## config.mk

```make
export PLATFORM = sky130hd
export DESIGN_NAME = tdm_dsp_tx
export DESIGN_NICKNAME = d
export VERILOG_FILES = /design/src/rtl/tdm_tx_pkg.sv /design/src/rtl/tdm_cfg_chk.sv /design/src/rtl/tdm_frame_ctl.sv /design/src/rtl/tdm_slot_seq.sv /design/src/rtl/tdm_dsp_tx.sv
export SDC_FILE = /design/constraint.sdc
export NUM_CORES = 1
export LEC_CHECK = 0
export CORE_MARGIN = 10
export CORE_UTILIZATION = 60
export DETAILED_ROUTE_END_ITERATION = 10
export DONT_BUFFER_PORTS = 1
export PLACE_DENSITY = 0.82
export SLEW_MARGIN = 30
export SYNTH_ARGS = -nofsm -noshare
export SYNTH_HDL_FRONTEND = slang
export SYNTH_SLANG_ARGS = --single-unit
export TNS_END_PERCENT = 10
```

## constraint.sdc

```tcl
create_clock -name bclk -period 7.9 [get_ports bclk]
set_input_delay 0.79 -clock bclk [delete_from_list [all_inputs] [get_ports bclk]]
set_output_delay 0.79 -clock bclk [all_outputs]
set_load 0.03 [all_outputs]
```

## src/rtl/tdm_tx_pkg.sv

```systemverilog
package tdm_tx_pkg;

  // Number of transmitted slots: one past the highest set mask bit.
  function automatic int top_slots(input logic [31:0] mask);
    int n;
    n = 0;
    for (int i = 0; i < 32; i++)
      if (mask[i]) n = i + 1;
    return n;
  endfunction

  // Bit clocks occupied by the data of one frame.
  function automatic int bits_needed(input int wl, input int nslots);
    return wl * nslots;
  endfunction

endpackage

```

## src/rtl/tdm_cfg_chk.sv

```systemverilog
module tdm_cfg_chk
  import tdm_tx_pkg::*;
#(
  parameter int MAX_CH = 8,
  parameter int MAX_WL = 24,
  parameter int MIN_WL = 8,
  parameter int FLW    = 10,
  parameter int WLW    = 5,
  parameter int NCHW   = 4
) (
  input  logic [FLW-1:0]    frame_len,
  input  logic [WLW-1:0]    word_len,
  input  logic [MAX_CH-1:0] ch_mask,
  output logic [NCHW-1:0]   nch,
  output logic              cfg_bad
);

  int slots_i;
  int need_i;

  always_comb begin
    slots_i = top_slots(32'(ch_mask));
    need_i  = bits_needed(int'(word_len), slots_i);
    nch     = NCHW'(slots_i);
    cfg_bad = (int'(word_len) < MIN_WL) || (int'(word_len) > MAX_WL) ||
              (slots_i == 0) || (int'(frame_len) < need_i);
  end

endmodule

```

## src/rtl/tdm_frame_ctl.sv

```systemverilog
module tdm_frame_ctl #(
  parameter int FLW = 10
) (
  input  logic           bclk,
  input  logic           rst_n,
  input  logic           go,
  input  logic [FLW-1:0] frame_len,
  output logic           run,
  output logic           frm_start,
  output logic           wclk_q
);

  logic [FLW-1:0] pos;
  logic [FLW-1:0] flen_q;
  logic           at_last;
  logic           frm_stop;

  assign at_last   = run && (pos == flen_q - 1'b1);
  assign frm_start = go && (!run || at_last);
  assign frm_stop  = at_last && !go;

  always_ff @(posedge bclk or negedge rst_n) begin
    if (!rst_n) begin
      run    <= 1'b0;
      pos    <= '0;
      flen_q <= '0;
      wclk_q <= 1'b0;
    end else begin
      wclk_q <= frm_start;
      if (frm_start) begin
        run    <= 1'b1;
        pos    <= '0;
        flen_q <= frame_len;
      end else if (frm_stop) begin
        run <= 1'b0;
        pos <= '0;
      end else if (run) begin
        pos <= pos + 1'b1;
      end
    end
  end

  AST_SYNC_ONE_CYCLE: assert property (@(posedge bclk) disable iff (!rst_n)
    wclk_q |=> !wclk_q);
  AST_POS_BOUND: assert property (@(posedge bclk) disable iff (!rst_n)
    run |-> (pos < flen_q));

endmodule

```

## src/rtl/tdm_slot_seq.sv

```systemverilog
module tdm_slot_seq #(
  parameter int MAX_CH = 8,
  parameter int MAX_WL = 24,
  parameter int WLW    = 5,
  parameter int NCHW   = 4,
  parameter int CHW    = 3
) (
  input  logic                     bclk,
  input  logic                     rst_n,
  input  logic                     frm_start,
  input  logic [WLW-1:0]           word_len,
  input  logic [MAX_CH-1:0]        ch_mask,
  input  logic [NCHW-1:0]          nch,
  input  logic [MAX_CH*MAX_WL-1:0] smp_data,
  input  logic [MAX_CH-1:0]        smp_valid,
  output logic [MAX_CH-1:0]        smp_ack,
  output logic                     sdata_q,
  output logic                     underrun_q
);

  logic [MAX_WL-1:0] shadow [MAX_CH];
  logic [MAX_CH-1:0] starve;
  logic [CHW-1:0]    ch_c;
  logic [WLW-1:0]    bit_c;
  logic [WLW-1:0]    wl_q;
  logic [NCHW-1:0]   nch_q;
  logic              dact;
  logic              last_slot;
  logic              cur_bit;

  // One capture register per channel, loaded at the frame boundary.
  for (genvar g = 0; g < MAX_CH; g++) begin : g_chan
    assign smp_ack[g] = frm_start & ch_mask[g];
    assign starve[g]  = smp_ack[g] & ~smp_valid[g];

    always_ff @(posedge bclk or negedge rst_n) begin
      if (!rst_n)
        shadow[g] <= '0;
      else if (frm_start)
        shadow[g] <= (ch_mask[g] && smp_valid[g]) ? smp_data[g*MAX_WL +: MAX_WL] : '0;
    end
  end

  assign last_slot = (NCHW'(ch_c) + NCHW'(1)) == nch_q;
  // A bit still pending at a boundary is the previous frame's LSB.
  assign cur_bit   = dact ? shadow[ch_c][bit_c] : 1'b0;

  always_ff @(posedge bclk or negedge rst_n) begin
    if (!rst_n) begin
      sdata_q    <= 1'b0;
      underrun_q <= 1'b0;
      ch_c       <= '0;
      bit_c      <= '0;
      wl_q       <= '0;
      nch_q      <= '0;
      dact       <= 1'b0;
    end else begin
      sdata_q    <= cur_bit;
      underrun_q <= underrun_q | (|starve);
      if (frm_start) begin
        ch_c  <= '0;
        bit_c <= word_len - 1'b1;
        wl_q  <= word_len;
        nch_q <= nch;
        dact  <= 1'b1;
      end else if (dact) begin
        if (bit_c == '0) begin
          if (last_slot) begin
            dact <= 1'b0;
          end else begin
            ch_c  <= ch_c + 1'b1;
            bit_c <= wl_q - 1'b1;
          end
        end else begin
          bit_c <= bit_c - 1'b1;
        end
      end
    end
  end

  AST_TAIL_FITS: assert property (@(posedge bclk) disable iff (!rst_n)
    frm_start |-> (!dact || (last_slot && bit_c == '0)));
  AST_WORD_BITS: assert property (@(posedge bclk) disable iff (!rst_n)
    dact |-> (bit_c < wl_q));
  AST_UNDERRUN_STICKY: assert property (@(posedge bclk) disable iff (!rst_n)
    underrun_q |=> underrun_q);

endmodule

```

## src/rtl/tdm_dsp_tx.sv

```systemverilog
module tdm_dsp_tx #(
  parameter int MAX_CH = 8,
  parameter int MAX_WL = 24,
  parameter int MIN_WL = 8,
  parameter int FLW    = 10,
  localparam int WLW   = $clog2(MAX_WL + 1),
  localparam int NCHW  = $clog2(MAX_CH + 1),
  localparam int CHW   = (MAX_CH > 1) ? $clog2(MAX_CH) : 1
) (
  input  logic                     bclk,
  input  logic                     rst_n,
  input  logic                     en,
  input  logic [FLW-1:0]           frame_len,
  input  logic [WLW-1:0]           word_len,
  input  logic [MAX_CH-1:0]        ch_mask,
  input  logic [MAX_CH*MAX_WL-1:0] smp_data,
  input  logic [MAX_CH-1:0]        smp_valid,
  output logic [MAX_CH-1:0]        smp_ack,
  output logic                     wclk,
  output logic                     sdata,
  output logic                     cfg_err,
  output logic                     underrun
);

  logic [NCHW-1:0] nch;
  logic            cfg_bad;
  logic            run;
  logic            frm_start;

  tdm_cfg_chk #(
    .MAX_CH(MAX_CH), .MAX_WL(MAX_WL), .MIN_WL(MIN_WL),
    .FLW(FLW), .WLW(WLW), .NCHW(NCHW)
  ) u_cfg (
    .frame_len(frame_len),
    .word_len (word_len),
    .ch_mask  (ch_mask),
    .nch      (nch),
    .cfg_bad  (cfg_bad)
  );

  tdm_frame_ctl #(.FLW(FLW)) u_frm (
    .bclk     (bclk),
    .rst_n    (rst_n),
    .go       (en & ~cfg_bad),
    .frame_len(frame_len),
    .run      (run),
    .frm_start(frm_start),
    .wclk_q   (wclk)
  );

  tdm_slot_seq #(
    .MAX_CH(MAX_CH), .MAX_WL(MAX_WL), .WLW(WLW), .NCHW(NCHW), .CHW(CHW)
  ) u_seq (
    .bclk      (bclk),
    .rst_n     (rst_n),
    .frm_start (frm_start),
    .word_len  (word_len),
    .ch_mask   (ch_mask),
    .nch       (nch),
    .smp_data  (smp_data),
    .smp_valid (smp_valid),
    .smp_ack   (smp_ack),
    .sdata_q   (sdata),
    .underrun_q(underrun)
  );

  assign cfg_err = cfg_bad;

  AST_ACK_THEN_SYNC: assert property (@(posedge bclk) disable iff (!rst_n)
    (|smp_ack) |=> wclk);
  AST_NO_FRAME_ON_ERR: assert property (@(posedge bclk) disable iff (!rst_n)
    cfg_err |=> !wclk);
  AST_IDLE_NO_SYNC: assert property (@(posedge bclk) disable iff (!rst_n)
    (!run && !en) |=> !wclk);

endmodule

```

# ---- After elaboration in Yosys (flattened, before gate mapping)
# Cells that the tools add are included.
dict set report totals {
  wordCells 129
  register_bits 234
  inputBits 226
  out_inout_bits 12
}
dict set report op_classes {
  mux 39
  n_addsub 7
  eq_ne 4
  mul 1
  magnitude_cmp 5
  n_bitwise 28
  n_reduce_logical 26
}
# cell count
set op_table {}
lappend op_table {{two-way mux 24 bit} 10}
lappend op_table {{binary-select mux 24 bit (select 3 bit)} 1}
lappend op_table {{logical NOT 32 bit} 1}
lappend op_table {{< comparator 11 x 32 -> 1 bit} 1}
lappend op_table {{two-way mux 10 bit} 3}
lappend op_table {{two-way mux 3 bit} 8}
lappend op_table {{two-way mux 5 bit} 4}
lappend op_table {{bitwise AND 1 bit} 17}
lappend op_table {{subtractor 5 x 1 -> 5 bit, second input constant} 3}
lappend op_table {{logical AND 1 bit} 11}
lappend op_table {{adder 10 x 1 -> 10 bit, second input constant} 1}
lappend op_table {{equality test 10 bit} 1}
lappend op_table {{subtractor 10 x 1 -> 10 bit, second input constant} 1}
lappend op_table {{multiplier 5 x 4 -> 9 bit} 1}
lappend op_table {{two-way mux 1 bit} 9}
lappend op_table {{NOT 1 bit} 9}
lappend op_table {{OR reduction 8 bit} 1}
lappend op_table {{< comparator 5 x 6 -> 1 bit, second input constant} 1}
lappend op_table {{nonzero test 2 bit} 3}
lappend op_table {{binary-select mux 1 bit (select 5 bit)} 1}
lappend op_table {{greater-than comparator 5 bit, second input constant} 1}
lappend op_table {{logical NOT 5 bit} 1}
lappend op_table {{< comparator 5 x 4 -> 1 bit, second input constant} 1}
lappend op_table {{adder 3 x 1 -> 4 bit, second input constant} 1}
lappend op_table {{other kinds (14)} 19}

# ---- Depth between registers and ports, before layout
# Gate-level depths: netlist (run 1).
dict set report logic_depth {
  word_depth 18
  depth_mapped 31
  mapped_depth_nobuf 30
}

# ---- By module
# A second synthesis (run 1) with hierarchy kept.
dict set report unflattened {
  hier_cells 962
  hier_area_um2 11772.5
}
# mod seq_area_each_um2 area_each_um2 cells_per_inst instances
set modules_own_cells {}
lappend modules_own_cells {tdm_slot_seq 5305.1 9539.1 713 1}
lappend modules_own_cells {tdm_frame_ctl 550.5 1261.2 123 1}
lappend modules_own_cells {tdm_cfg_chk 0.0 958.4 125 1}
lappend modules_own_cells {tdm_dsp_tx 0.0 13.8 1 1}

# ---- Worst setup path after synthesis (run 1)
# OpenSTA, ideal clock, no wires.
dict set report synth_path {
  path_type {input to register}
  from {in ch_mask[4]}
  to {reg u_seq.bit_c[4]}
  slack_ns 1.768
  setup_ns 0.083
  t_arrival_ns 6.049
  n_path_buf 1
  required_time_ns 7.817
  stages 30
  cell_sequence {inv_1 > o211ai_1 > a31oi_1 > nand2_1 > fa_1 > inv_1 > fa_1 > fa_1 > a21oi_1 > nor2_1 > nor2_1 > o21bai_1 > a21oi_1 > xor2_1 > ha_1 > and3_1 > o2111ai_1 > a311oi_1 > o21a_1 > nand2_2 > inv_2 > buf_4 > nand2_1 > o21a_1 > ha_1 > and3_1 > and4b_1 > nor4_1 > o211ai_1 > o21ai_0}
}
dict set report synth_between {
  elab_chain_len 12
  elab_cells_between_ends 16
  cone_classes {mul (1); order compare (1); eq/ne (1); mux (5); bitwise (2); reduce/logical (6)}
}
# item line
set synth_lines {}
lappend synth_lines {{from (decl)} tdm_dsp_tx.sv:15} ;# input logic [MAX_CH-1:0] ch_mask,
lappend synth_lines {{two-way mux 3 bit (*) (3 in series)} tdm_tx_pkg.sv:8} ;# if (mask[i]) n = i + 1;
lappend synth_lines {{two-way mux 4 bit (*)} tdm_tx_pkg.sv:8}
lappend synth_lines {{multiplier 5 x 4 -> 9 bit or logical NOT 32 bit (tied branches)} {tdm_tx_pkg.sv:14, tdm_cfg_chk.sv:26}}
lappend synth_lines {{< comparator 11 x 32 -> 1 bit or logical OR 1 bit (tied branches)} {tdm_cfg_chk.sv:26, tdm_cfg_chk.sv:25}}
lappend synth_lines {{logical OR 1 bit (*)} tdm_cfg_chk.sv:26} ;# (slots_i == 0) || (int'(frame_len) < need_i);
lappend synth_lines {{NOT 1 bit (*)} tdm_dsp_tx.sv:44} ;# .go (en & ~cfg_bad),
lappend synth_lines {{bitwise AND 1 bit (*)} tdm_dsp_tx.sv:44}
lappend synth_lines {{logical AND 1 bit (*)} tdm_frame_ctl.sv:19} ;# assign frm_start = go && (!run || at_last);
lappend synth_lines {{inequality test 3 bit (no source line) or nonzero test 2 bit (tied branches)} -}
lappend synth_lines {{AND reduction 2 bit (no source line)} -}
lappend synth_lines {{to (signal assigned)} tdm_slot_seq.sv:62} ;# bit_c <= word_len - 1'b1;
lappend synth_lines {{to (signal assigned)} tdm_slot_seq.sv:72} ;# bit_c <= wl_q - 1'b1;
lappend synth_lines {{to (signal assigned)} tdm_slot_seq.sv:75} ;# bit_c <= bit_c - 1'b1;
lappend synth_lines {{to (decl)} tdm_slot_seq.sv:24} ;# logic [WLW-1:0] bit_c;
# Mark *: on every way between the ends. The rest lies on a longest branch, timed or not.
# A chain may end at the register's enable or synchronous reset.

# ---- Worst setup path in the final report (run 1)
dict set report layout_path {
  from {in ch_mask[4]}
  to {out smp_ack[6]}
}
dict set report layout_between {
  elab_chain_len 11
  elab_cells_between_ends 13
  cone_classes {mul (1); order compare (1); mux (4); bitwise (3); reduce/logical (4)}
}
# item line
set layout_lines {}
lappend layout_lines {{two-way mux 3 bit (*) (3 in series)} tdm_tx_pkg.sv:8}
lappend layout_lines {{two-way mux 4 bit (*)} tdm_tx_pkg.sv:8}
lappend layout_lines {{multiplier 5 x 4 -> 9 bit or logical NOT 32 bit (tied branches)} {tdm_tx_pkg.sv:14, tdm_cfg_chk.sv:26}}
lappend layout_lines {{< comparator 11 x 32 -> 1 bit or logical OR 1 bit (tied branches)} {tdm_cfg_chk.sv:26, tdm_cfg_chk.sv:25}}
lappend layout_lines {{logical OR 1 bit (*)} tdm_cfg_chk.sv:26}
lappend layout_lines {{NOT 1 bit (*)} tdm_dsp_tx.sv:44}
lappend layout_lines {{bitwise AND 1 bit (*)} tdm_dsp_tx.sv:44}
lappend layout_lines {{logical AND 1 bit (*)} tdm_frame_ctl.sv:19}
lappend layout_lines {{bitwise AND 1 bit (*)} tdm_slot_seq.sv:33} ;# assign smp_ack[g] = frm_start & ch_mask[g];
lappend layout_lines {{to (decl)} tdm_dsp_tx.sv:18} ;# output logic [MAX_CH-1:0] smp_ack,
# Marks and branches as above.

==> results of run 1 <==
-- critical path, cell delays in order --
cell and delay (ns):
inv_1 0.10, o211ai_1 0.10, a31oi_1 0.41, nand2_1 0.13, fa_1 0.49, inv_1 0.06
fa_1 0.53, fa_1 0.47, a21oi_1 0.15, nor2_1 0.05, nor2_1 0.15, o21bai_1 0.08
a21oi_1 0.18, xor2_1 0.10, ha_1 0.30, and3_1 0.16, o2111ai_1 0.11, a311oi_1 0.30
o21a_1 0.33, nand2_8 0.23, nor2_1 0.58
-- flip-flops by register name, indices dropped and copies added (netlist names) --
signal / cells
u_seq.bit_c: 5
u_seq.shadow: 192
u_frm.pos: 10
u_frm.flen_q: 10
u_seq.ch_c: 3
u_frm.wclk_q: 1
u_seq.nch_q: 4
u_seq.sdata_q: 1
u_seq.dact: 1
u_seq.underrun_q: 1
u_frm.run: 1
u_seq.wl_q: 5
-- timing repair --
action                                 in CTS  in global routing
hold buffers                                1                  0
resized for setup                           0                  0
endpoints found under the hold margin     234                  0
-- Yosys cell counts, types with 6 or more instances --
library cell | count | area share
dfrtp_1 | 234 | 0.47
nand2_1 | 464 | 0.14
nand2b_1 | 7 | 0.0035
mux4_2 | 61 | 0.11
o21ai_0 | 21 | 0.0084
clkbuf_1 | 46 | 0.014
nor3_1 | 9 | 0.0036
buf_6 | 23 | 0.021
and2_1 | 24 | 0.012
a21oi_1 | 18 | 0.0072
inv_1 | 24 | 0.0072
ha_1 | 25 | 0.025
nor2_1 | 26 | 0.0078
xnor2_1 | 15 | 0.011
xor2_1 | 8 | 0.0056
buf_2 | 23 | 0.0093
o21a_1 | 6 | 0.0036
nand3_1 | 203 | 0.082
fa_1 | 6 | 0.0097
-- layout make-up --
type | count | share of cell area
clock inverter | 13 | 0.0133
inverter | 25 | 0.00745
tap | 270 | 0.0255
multi-input combinational | 968 | 0.448
timing repair buffer | 15 | 0.0118
sequential | 234 | 0.442
antenna | 3 | 0.000566
clock buffer | 31 | 0.0519
-- layout by cell type (no fill, tap or decap), drive strengths merged, types with 3 or more instances in the layout --
master,instances
xnor2,15
a221o,3
a21oi,18
nor3,9
a31oi,4
inv,26
nand4,3
clkbuf,31
fa,6
diode,3
nand2b,7
nand3,203
and3,4
clkinv,5
o21a,6
buf,15
o21ai,21
ha,25
nor2,26
o211ai,4
nor4,5
bufinv,4
o21bai,4
nor2b,3
o31ai,4
mux2i,5
and2,24
a211oi,4
xor2,8
mux4,61
nand2,465
o22ai,5
clkinvlp,3
nand3b,3
dfrtp,234
-- report_power, final --
| part | internal, uW | switching (uW) | total (uW) | leakage, uW |
|---|---|---|---|---|
| logic | 711 | 829 | 1540 | 0.00310 |
| registers | 1670 | 393 | 2060 | 0.00313 |
| clock network | 748 | 475 | 1220 | 0.000420 |
| total | 3130 | 1700 | 4820 | 0.00665 |
-- layer usage --
| metal | vias up | track usage | part of all wire |
|---|---|---|---|
| li1 | 4382 | - | - |
| met1 | 4737 | 0.318 | 0.38 |
| met2 | 490 | 0.406 | 0.47 |
| met3 | 81 | 0.0766 | 0.10 |
| met4 | 2 | 0.0865 | 0.036 |
| met5 | - | 0 | 0.00038 |
-- cells by family (layout without fill, tap and decap cells) --
kind of cell | Yosys count | after routing | share of synthesized area
compound gates | 84 | 84 | 0.0441
xor+xnor | 23 | 23 | 0.0162
fa+ha+maj | 31 | 31 | 0.0348
buf+inv | 123 | 84 | 0.0536
flops | 234 | 234 | 0.471
mux | 66 | 66 | 0.114
other cells | 0 | 3 | 0
simple gates | 764 | 764 | 0.266
-- worst max path at each step --
stage                          start                          to  slack, ns  cells after the start
after floorplan           ch_mask[4]  u_seq.bit_c[4]$_DFFE_PN0P_       1.77                     30
after global placement    ch_mask[4]  u_seq.bit_c[4]$_DFFE_PN0P_       1.30                     29
after global routing      ch_mask[4]                  smp_ack[6]       0.86                     21
final                     ch_mask[4]                  smp_ack[6]       1.29                     21
after detailed placement  ch_mask[4]  u_seq.bit_c[4]$_DFFE_PN0P_       1.05                     29
after CTS                 ch_mask[4]                  smp_ack[6]       1.29                     21
-- per-stage QoR --
| stage | std cells | cell area [um^2] | setup WS, ns |
|---|---|---|---|
| after global routing | 1559 | 13300 | 0.859 |
| after CTS | 1555 | 13200 | 1.29 |
| after detailed placement | 1510 | 12300 | 1.05 |
| final | 1559 | 13300 | 1.29 |
| after global placement | 1510 | 12300 | 1.30 |
| after floorplan | 1325 | 12400 | 1.77 |
==> reports/metrics.yaml, run 1 <==
sta:
  hold_slack_ns: 0.213
  worstMarginPinSlew_ns: 0.881
  fin_skew_ns: 0.0180
  grt_setup_unrepaired: "no"
  finalMaxSlewViolations: 0
  finalHoldViolations: 0
  fmax_mhz: 151
  period_share: 0.837
  relSlewSlack: 0.413
  final.setup.tns_ns: 0
  finalCriticalPeriod_ns: 6.61
  setup_violations: 0
floorplanning:
  coreArea_mm2: 0.0203
  ios: 238
  die_w_um: 164
  die_h_um: 164
  die_area_mm2: 0.0269
  num_rows: 52
  floorplan.initialDensity: 0.613
finish:
  final_util: 0.653
  syn2layout_area_growth_pct: 6.61
  layout-drive-gt1-share: 0.100
  seq_area_mm2: 0.00586
  fill_cells: 1635
  finalNetCount: 1526
  multiInputGateArea_mm2: 0.00594
drt:
  vias: 9692
  wl_per_cell_um: 22.1
  ant_nets: 0
  via_per_inst: 6.22
  drtIter0Drc: 1123
  drc: 0
  routed_wl_um: 34500
  dr.pass1.iters: 5
grt:
  grt_max_degree: 235
  grt_usage: 0.252
  grt_antenna_before_repair: 4
  grt_remaining_overflow: 0
  grt_pass1_vias: 9805
  grt_pass1_wl_um: 53500
clock_tree:
  cts_tree: "built"
  cts-root-buf: "clkbuf_16"
  cts.sinks: 234
  cts_buffers: 25
  cts_buffer_depth: 3
  cts.reportedPaths.clkPinSlew_ns: 0.06
  htreeDepth: 1
  postCtsSetupRepairBufs: 0
  clock_latency_ns: 0.52
place:
  place_congestion: 0.895
  numPortBuffers: 0
  dp_hpwl_um: 24100
yosys:
  synth_flop_cell: "dfrtp_1"
  synth-edff-count: 0
  ys_seq_area_frac: 0.471
  ys_async_sr_fraction: 1.00
  synthCells: 1325
  ys_ff_latch: 234
  synth.distinct_cells: 54
  avgSynthCellArea_um2: 9.39
  synth.cell_area_mm2: 0.0124
  synth_nets: 1582
  ys_warn_count: 0
power_and_ir_drop:
  cellLeakagePower_uw: 0.00665
  power_density_mw_per_mm2: 364
  total_power_uw: 4820
  vdd_ir_drop_max_mv: 0.235
worst_setup_path:
  cp_max_fo: 41
  start_kind: "primary input"
  rr_worst_depth: 16
  required_ns: 7.11
  r2r_slack_ns: 3.61
  worstSetupEndpointType: "primary output"
  path_class: "in -> out"
  critPathArrivalTime_ns: 5.82
  worstReg2RegEnd: "u_seq.bit_c[4]$_DFFE_PN0P_"
  reg2reg_from: "u_frm.flen_q[3]$_DFFE_PN0N_"
hold_path:
  hold_path.class: "in -> async"
outcome:
  status: "finished clean"
job:
  maxCapViolCount: 0
Power figures use the tool's default switching activity.
==> inputs of run 2 (changes only) <==
--- a/config.mk
+++ b/config.mk
@@ -5,6 +5,7 @@
 export SDC_FILE = /design/constraint.sdc
 export NUM_CORES = 1
 export LEC_CHECK = 0
+export ABC_AREA = 1
 export CORE_MARGIN = 10
 export CORE_UTILIZATION = 60
 export DETAILED_ROUTE_END_ITERATION = 10
==> constraint.sdc (replaced) <==
create_clock -name bclk -period 6.17 [get_ports bclk]
set_input_delay 0.617 -clock bclk [delete_from_list [all_inputs] [get_ports bclk]]
set_output_delay 0.617 -clock bclk [all_outputs]
set_load 0.03 [all_outputs]
==> reports/metrics.yaml, run 2 <==
outcome:
  status: "complete, but fails checks"  # was finished clean
  violations: "negative hold slack"
sta:
  finalMaxSlewViolations: 0  # unchanged
  grt_setup_unrepaired: "no"  # unchanged
  fin_skew_ns: 0.0105  # was 0.0180 ns
  fmax_mhz: 175
  final.setup.tns_ns: 0  # unchanged
  setup_violations: 0  # unchanged
  finalCriticalPeriod_ns: 5.72
  setup_ws_ns: 0.451  # was 1.29 ns
  worstMarginPinSlew_ns: 1.05  # was 0.881 ns
  period_share: 0.927
  hold_slack_ns: -0.0101  # was 0.213 ns
  relSlewSlack: 0.299  # was 0.413
  finalHoldViolations: 5  # was 0
drt:
  drtIter0Drc: 1263  # was 1123
  vias: 10960  # was 9692
  via_per_inst: 5.89  # was 6.22
  routed_wl_um: 35700  # was 34500 um
  dr.pass1.iters: 5  # unchanged
  drc: 0  # unchanged
  wl_per_cell_um: 19.2  # was 22.1 um
  ant_nets: 0  # unchanged
yosys:
  synth-edff-count: 0  # unchanged
  synth.top_cell.area_share: 0.465  # was 0.471
  synth_nets: 1882  # was 1582
  yosysMostFrequentCell: "nand2_1"  # unchanged
  yosysTopAreaCell: "dfrtp_1"  # unchanged
  synth.cell_area_mm2: 0.0126  # was 0.0124 mm^2
  synth_common_cells: "343 x nand2_1, 280 x o21ai_0, 234 x dfrtp_1, 179 x nand3_1, 176 x inv_1"  # was 464 x nand2_1, 234 x dfrtp_1, 203 x nand3_1, 61 x mux4_2, 46 x clkbuf_1
  synth_area_leaders: "dfrtp_1 47%, o21ai_0 11%, nand2_1 10%, nand3_1 7.1%, inv_1 5.2%"  # was dfrtp_1 47%, nand2_1 14%, mux4_2 11%, nand3_1 8.2%, ha_1 2.5%
  synth_flop_cell: "dfrtp_1"  # unchanged
  avgSynthCellArea_um2: 7.75  # was 9.39 um^2
  synth.distinct_cells: 42  # was 54
  ys_seq_area_frac: 0.465  # was 0.471
  ys_async_sr_fraction: 1.00  # unchanged
  ys_ff_latch: 234  # unchanged
  synthCells: 1625  # was 1325
  ys_warn_count: 0  # unchanged
place:
  numPortBuffers: 0  # unchanged
  dpl.cell_count: 1808  # was 1510
  dp_hpwl_um: 25200  # was 24100 um
  place_ws_ns: 0.385  # was 1.05 ns
  place_congestion: 0.860  # was 0.895
clock_tree:
  cts_buffer_depth: 3  # unchanged
  cts-root-buf: "clkbuf_16"  # unchanged
  cts.sinks: 234  # unchanged
  cts.reportedPaths.clkPinSlew_ns: 0.06  # about the same
  htreeDepth: 1  # unchanged
  cts_buffers: 26  # was 25
  postCtsSetupRepairBufs: 0  # unchanged
  cts_tree: "built"  # unchanged
  clock_latency_ns: 0.52  # about the same
hold_path:
  hold_path.class: "in -> async"  # unchanged
grt:
  grt_remaining_overflow: 0  # unchanged
  grt_max_degree: 235  # unchanged
  grt_pass1_vias: 10643  # was 9805
  grt_antenna_before_repair: 1  # was 4
  grt_pass1_wl_um: 56100  # was 53500 um
  grt_usage: 0.255  # was 0.252
power_and_ir_drop:
  vdd_ir_drop_max_mv: 0.201  # was 0.235 mV
  power_density_mw_per_mm2: 243  # was 364 mW/mm^2
  cellLeakagePower_uw: 0.00648  # was 0.00665 uW
finish:
  fin_cells: 1860  # was 1559
  largest_register: "u_seq.shadow"  # unchanged
  layout-drive-gt1-share: 0.0529  # was 0.100
  largest_reg_flops: 192  # unchanged
  reg_top3: "u_seq.shadow: 192 flops, u_frm.flen_q: 10 flops, u_frm.pos: 10 flops"  # unchanged
  syn2layout_area_growth_pct: 7.98  # was 6.61%
  finalNetCount: 1825  # was 1526
  seq_area_mm2: 0.00586  # unchanged
  final_cell_mix: "343 x nand2_1, 280 x o21ai_0, 232 x dfrtp_1, 179 x nand3_1, 175 x inv_1"  # was 464 x nand2_1, 232 x dfrtp_1, 203 x nand3_1, 61 x mux4_2, 26 x nor2_1
  final_common_cell: "nand2_1"  # unchanged
  fill_cells: 1658  # was 1635
  multiInputGateArea_mm2: 0.00557  # was 0.00594 mm^2
worst_setup_path:
  required_ns: 5.55  # was 7.11 ns
  max_stage_delay_ns: 0.56  # was 0.58 ns
  path_buf_inv: 5  # was 2
  start_kind: "primary input"  # unchanged
  crit_family: "adder cells"  # unchanged
  cp_common_cell: "inv_1"
  worstPathCellList: "inv_1, nand3_1, inv_1, nor2_1, inv_1, nor2_1, fa_1, inv_1, fa_1, inv_1, ha_1, a21oi_1, o21ai_0, a21o_1, a21oi_1, xor2_1, ha_1, nand2_1, nor2_1, nand2_1, nand2_1, nand4_4, nor2_2"  # was inv_1, o211ai_1, a31oi_1, nand2_1, fa_1, inv_1, fa_1, fa_1, a21oi_1, nor2_1, nor2_1, o21bai_1, a21oi_1, xor2_1, ha_1, and3_1, o2111ai_1, a311oi_1, o21a_1, nand2_8, nor2_1
  path_class: "in -> out"  # unchanged
  worstSetupEndpointType: "primary output"  # unchanged
  cp_max_fo: 44  # was 41
  critPathArrivalTime_ns: 5.10  # was 5.82 ns
  critPathSlowestCell: "nor2_2"  # was nor2_1
floorplanning:
  die_h_um: 165  # was 164 um
  coreArea_mm2: 0.0204  # was 0.0203 mm^2
  die_area_mm2: 0.0272  # was 0.0269 mm^2
  floorplan.initialDensity: 0.616  # was 0.613
  die_w_um: 165  # was 164 um
  ios: 238  # unchanged
  num_rows: 52  # unchanged
job:
  maxCapViolCount: 0  # unchanged
==> run 2: cell types whose count changed in the layout (fill, tap and decap cells not counted), moves of 24 or more <==
| cell | change |
|---|---|
| mux4_2 | -61 |
| o21ai_0 | +259 |
| o211ai_1 | +31 |
| nand3_1 | -24 |
| inv_1 | +151 |
| a21oi_1 | +60 |
| nand2_1 | -121 |
| nor2_1 | +48 |
==> run 2: per-layer routing <==
layer | track usage | part of all wire | up-vias
met1 | 0.335 | 0.40 | 5173
met4 | 0.0761 | 0.029 | 0
li1 | - | - | 5244
met5 | 0 | 0 | -
met3 | 0.0533 | 0.095 | 70
met2 | 0.417 | 0.47 | 473
==> run 2: area by class of cell <==
type,count,area share
Sequential cell,234,0.431
Multi-Input combinational cell,1106,0.410
Clock buffer,40,0.0584
Inverter,178,0.0495
Tap cell,270,0.0248
Timing Repair Buffer,22,0.0188
Clock inverter,8,0.00736
Antenna cell,2,0.000368
==> run 2: path summary, 6_finish.rpt <==
kind,end,slack [ns],from,depth (start not counted)
max in group asynchronous,u_seq.ch_c[0]$_DFFE_PN0P_,5.01,rst_n,2
worst min register to register,u_seq.shadow[85]$_DFFE_PN0N_,0.48,u_seq.shadow[85]$_DFFE_PN0N_,2
worst min-delay path,u_seq.shadow[8]$_DFFE_PN0N_,-0.01,rst_n,1
worst max-delay path,smp_ack[7],0.45,ch_mask[6],23
worst max register to register,u_seq.bit_c[4]$_DFFE_PN0P_,2.70,u_frm.flen_q[0]$_DFFE_PN0N_,17
min in group bclk,u_frm.flen_q[6]$_DFFE_PN0N_,0.21,frame_len[6],2
==> run 2: where the power goes <==
group          switching (uW)  leakage, uW  internal [uW]  total [uW]
sequential                  0      0.00266           1530        1530
clock                     631     0.000439            970        1600
combinational             117      0.00338           48.4         166
total                     748      0.00648           2550        3300
==> run 2: cells by family (layout without fill, tap and decap cells) <==
kind of cell / Yosys count / in the layout / synth area share
AO/OA/AOI/OAI: 421 / 421 / 0.177
XOR/XNOR: 21 / 21 / 0.0146
adder cells (fa/ha/maj): 31 / 31 / 0.0344
buffers and inverters: 285 / 248 / 0.0926
flip-flops: 234 / 234 / 0.465
other: 0 / 2 / 0
AND/OR/NAND/NOR: 633 / 633 / 0.216
==> run 2: timing repair <==
item                      CTS  global route
hold endpoints to repair  234             0
hold buffers                1             0
gates resized for setup     0             0
==> run 2: metrics by stage <==
stage,cell area [um^2],util,total power [uW]
2_1_floorplan,12600,-,1670
3_3_place_gp,12600,0.617,1690
3_5_place_dp,12600,0.619,1700
4_1_cts,13600,0.664,3320
5_1_grt,13600,0.665,3410
6_report,13600,0.666,3300
==> inputs of run 3 (changes only) <==
--- a/config.mk
+++ b/config.mk
@@ -14,5 +14,6 @@
 export SLEW_MARGIN = 30
 export SYNTH_ARGS = -nofsm -noshare
 export SYNTH_HDL_FRONTEND = slang
+export SYNTH_HIERARCHICAL = 1
 export SYNTH_SLANG_ARGS = --single-unit
 export TNS_END_PERCENT = 10
==> reports/metrics.yaml, run 3 <==
clock_tree:
  cts_buffers: 25  # was 26
  postCtsSetupRepairBufs: 0  # unchanged
  clock_latency_ns: 0.52  # about the same
  htreeDepth: 1  # unchanged
  cts-root-buf: "clkbuf_16"  # unchanged
  cts_tree: "built"  # unchanged
  cts_buffer_depth: 3  # unchanged
  cts.reportedPaths.clkPinSlew_ns: 0.06  # about the same
  cts.sinks: 234  # unchanged
power_and_ir_drop:
  power_density_mw_per_mm2: 508  # was 243 mW/mm^2
  vdd_ir_drop_max_mv: 0.319  # was 0.201 mV
  cellLeakagePower_uw: 0.00643  # was 0.00648 uW
  total_power_uw: 6940  # was 3300 uW
finish:
  largest_reg_flops: 192  # unchanged
  layout-drive-gt1-share: 0.0665  # was 0.0529
  finalNetCount: 1781  # was 1825
  final_cell_mix: "300 x nand3_1, 241 x nand2_1, 232 x dfrtp_1, 216 x inv_1, 182 x o21ai_0"  # was 343 x nand2_1, 280 x o21ai_0, 232 x dfrtp_1, 179 x nand3_1, 175 x inv_1
  fill_cells: 1771  # was 1658
  largest_register: "u_seq/shadow"  # was u_seq.shadow
  syn2layout_area_growth_pct: 6.47  # was 7.98%
  final_util: 0.649  # was 0.666
  final_common_cell: "nand3_1"  # was nand2_1
  reg_top3: "u_seq/shadow: 192 flops, u_frm/flen_q: 10 flops, u_frm/pos: 10 flops"  # was u_seq.shadow: 192 flops, u_frm.flen_q: 10 flops, u_frm.pos: 10 flops
  finish.instance_area_mm2: 0.0136  # about the same
yosys:
  synth-adder-area-share: 0.0422  # was 0.0344
  synth_flop_cell: "dfrtp_1"  # unchanged
  muxShareOfSynthArea: 0  # unchanged
  synth_compound_gate_area_share: 0.161  # was 0.177
  ys_async_sr_fraction: 1.00  # unchanged
  synth-edff-count: 0  # unchanged
  ys_seq_area_frac: 0.457  # was 0.465
  synth_common_cells: "300 x nand3_1, 242 x nand2_1, 234 x dfrtp_1, 220 x inv_1, 182 x o21ai_0"  # was 343 x nand2_1, 280 x o21ai_0, 234 x dfrtp_1, 179 x nand3_1, 176 x inv_1
  avgSynthCellArea_um2: 8.11  # was 7.75 um^2
  ys_warn_count: 6  # was 0
  synthSimpleGateAreaFrac: 0.211  # was 0.216
  synth.distinct_cells: 47  # was 42
  ys_ff_latch: 234  # unchanged
  synth-xor-area-share: 0.0130  # was 0.0146
  synth_area_leaders: "dfrtp_1 46%, nand3_1 12%, o21ai_0 7.1%, nand2_1 7.1%, inv_1 6.4%"  # was dfrtp_1 47%, o21ai_0 11%, nand2_1 10%, nand3_1 7.1%, inv_1 5.2%
  yosysMostFrequentCell: "nand3_1"  # was nand2_1
  synth.top_cell.area_share: 0.457  # was 0.465
  yosysTopAreaCell: "dfrtp_1"  # unchanged
  synth_nets: 1845  # was 1882
  synth.cell_area_mm2: 0.0128  # was 0.0126 mm^2
  synth_top_family_by_area: "simple AND/OR/NAND/NOR gates"  # unchanged
  synthCells: 1580  # was 1625
sta:
  finalMaxSlewViolations: 0  # unchanged
  fin_skew_ns: 0.0135  # was 0.0105 ns
  grt_setup_unrepaired: "yes"  # was no
  fmax_mhz: 170  # was 175 MHz
  finalCriticalPeriod_ns: 5.88  # was 5.72 ns
  period_share: 0.953  # was 0.927
  worstMarginPinSlew_ns: 0.948  # was 1.05 ns
  finalHoldViolations: 0  # was 5
  relSlewSlack: 0.368  # was 0.299
  setup_violations: 0  # unchanged
  setup_ws_ns: 0.290  # was 0.451 ns
drt:
  wl_per_cell_um: 21.6  # was 19.2 um
  drtIter0Drc: 1561  # was 1263
  drc: 0  # unchanged
  ant_nets: 0  # unchanged
  routed_wl_um: 39100  # was 35700 um
  dr.pass1.iters: 6  # was 5
  vias: 11224  # was 10960
  via_per_inst: 6.19  # was 5.89
grt:
  grt_remaining_overflow: 0  # unchanged
  grt_antenna_before_repair: 5  # was 1
  grt_pass1_wl_um: 61200  # was 56100 um
  grt_pass1_vias: 11075  # was 10643
  grt_usage: 0.271  # was 0.255
  grt_max_degree: 235  # unchanged
floorplanning:
  num_rows: 53  # was 52
  ios: 238  # unchanged
  die_area_mm2: 0.0276  # was 0.0272 mm^2
  die_h_um: 166  # was 165 um
  floorplan.initialDensity: 0.610  # was 0.616
  die_w_um: 166  # was 165 um
  coreArea_mm2: 0.0210  # was 0.0204 mm^2
job:
  maxCapViolCount: 0  # unchanged
worst_setup_path:
  r2r_slack_ns: 2.56  # was 2.70 ns
  cp_common_cell: "nand2_1"  # was inv_1
  required_ns: 5.55  # about the same
  worstSetupEndpointType: "primary output"  # unchanged
  reg2reg_from: "u_frm/flen_q[0]$_DFFE_PN0N_"  # was u_frm.flen_q[0]$_DFFE_PN0N_
  critPathSlowestCell: "fa_1"  # was nor2_2
  start_kind: "primary input"  # unchanged
  critPathArrivalTime_ns: 5.26  # was 5.10 ns
  path_class: "in -> out"  # unchanged
  max_stage_delay_ns: 0.56  # about the same
  crit_path_start: "ch_mask[4]"  # was ch_mask[6]
  cp_max_fo: 25  # was 44
place:
  place_area_mm2: 0.0127  # was 0.0126 mm^2
  numPortBuffers: 0  # unchanged
  place_congestion: 0.919  # was 0.860
  dp_hpwl_um: 27800  # was 25200 um
  place_ws_ns: 0.132  # was 0.385 ns
outcome:
  status: "finished clean"  # was complete, but fails checks
hold_path:
  hold_path.class: "in -> async"  # unchanged
run 3: cell types whose count changed after synthesis, sizes merged, moves of 12 or more:
| cell | delta |
|---|---|
| a21oi | -36 |
| a32o | +48 |
| inv | +60 |
| nand2 | -97 |
| nand3 | +121 |
| nor2 | -42 |
| nor3 | -12 |
| o211ai | -19 |
| o21ai | -94 |
run 3: worst paths after layout:
| path | end | depth (start not counted) |
|---|---|---|
| hold reg to reg | u_seq/shadow[66]$_DFFE_PN0P_ | 1 |
| hold / removal | u_seq/shadow[9]$_DFFE_PN0P_ | 1 |
| setup / recovery | smp_ack[2] | 27 |
| max in group asynchronous | u_seq/shadow[158]$_DFFE_PN0P_ | 2 |
| min in group bclk | u_seq/wl_q[0]$_DFFE_PN0P_ | 2 |
| setup reg to reg | u_seq/bit_c[4]$_DFFE_PN0P_ | 20 |
run 3: critical path, delay by kind of cell:
kind	cells	cell delay [ns]
adders and majority gates	5	1.82
and+or+nand+nor	10	1.07
buffers and inverters	5	0.60
AOI/OAI and AO/OA	6	0.96
xor gates and xnor gates	1	0.16
run 3: timing repair:
| action | in CTS | in global routing |
|---|---|---|
| endpoints found under the hold margin | 234 | 0 |
| resized for setup | 0 | 9 |
| hold buffers | 1 | 0 |
| endpoints found under the setup margin | 0 | 4 |
run 3: logic make-up (layout without fill, tap and decap cells):
| group | after synthesis | count (layout) |
|---|---|---|
| buffers and inverters | 350 | 304 |
| other | 0 | 5 |
| AND/OR/NAND/NOR | 602 | 602 |
| AO/OA/AOI/OAI | 336 | 336 |
| XOR/XNOR | 19 | 19 |
| flip-flops | 234 | 234 |
| adder cells (fa/ha/maj) | 39 | 39 |
run 3: cell type report:
| cell class | instances | area (um^2) | share of cell area |
|---|---|---|---|
| diodes | 5 | 12.5 | 0.000917 |
| well taps | 275 | 344 | 0.0252 |
| multi-input cells | 996 | 5480 | 0.402 |
| repair buffers | 19 | 183 | 0.0134 |
| flip-flops and latches | 234 | 5860 | 0.429 |
| clock buffers | 33 | 706 | 0.0517 |
| clock inverters | 12 | 135 | 0.00990 |
| inverters | 240 | 923 | 0.0677 |
run 3: layer usage:
metal / vias up / GRT usage / share of wire
met3: 98 / 0.0670 / 0.11
met1: 5370 / 0.348 / 0.38
li1: 5150 / - / -
met4: 0 / 0.118 / 0.044
met2: 606 / 0.426 / 0.47
met5: - / 0 / 0
run 3: stage by stage:
step / hold WS (ns) / cells / TNS [ns]
floorplan: 0.321 / 1580 / 0
global placement: 0.336 / 1762 / 0
detailed placement: 0.335 / 1762 / 0
CTS: 0.209 / 1808 / 0
global route: 0.0909 / 1814 / -0.0474
finish: 0.0469 / 1814 / 0
run 3: where the power goes:
group | internal [uW] | switching [uW]
Sequential | 2250 | 402
Clock | 926 | 607
Combinational | 932 | 1820
Total | 4110 | 2830
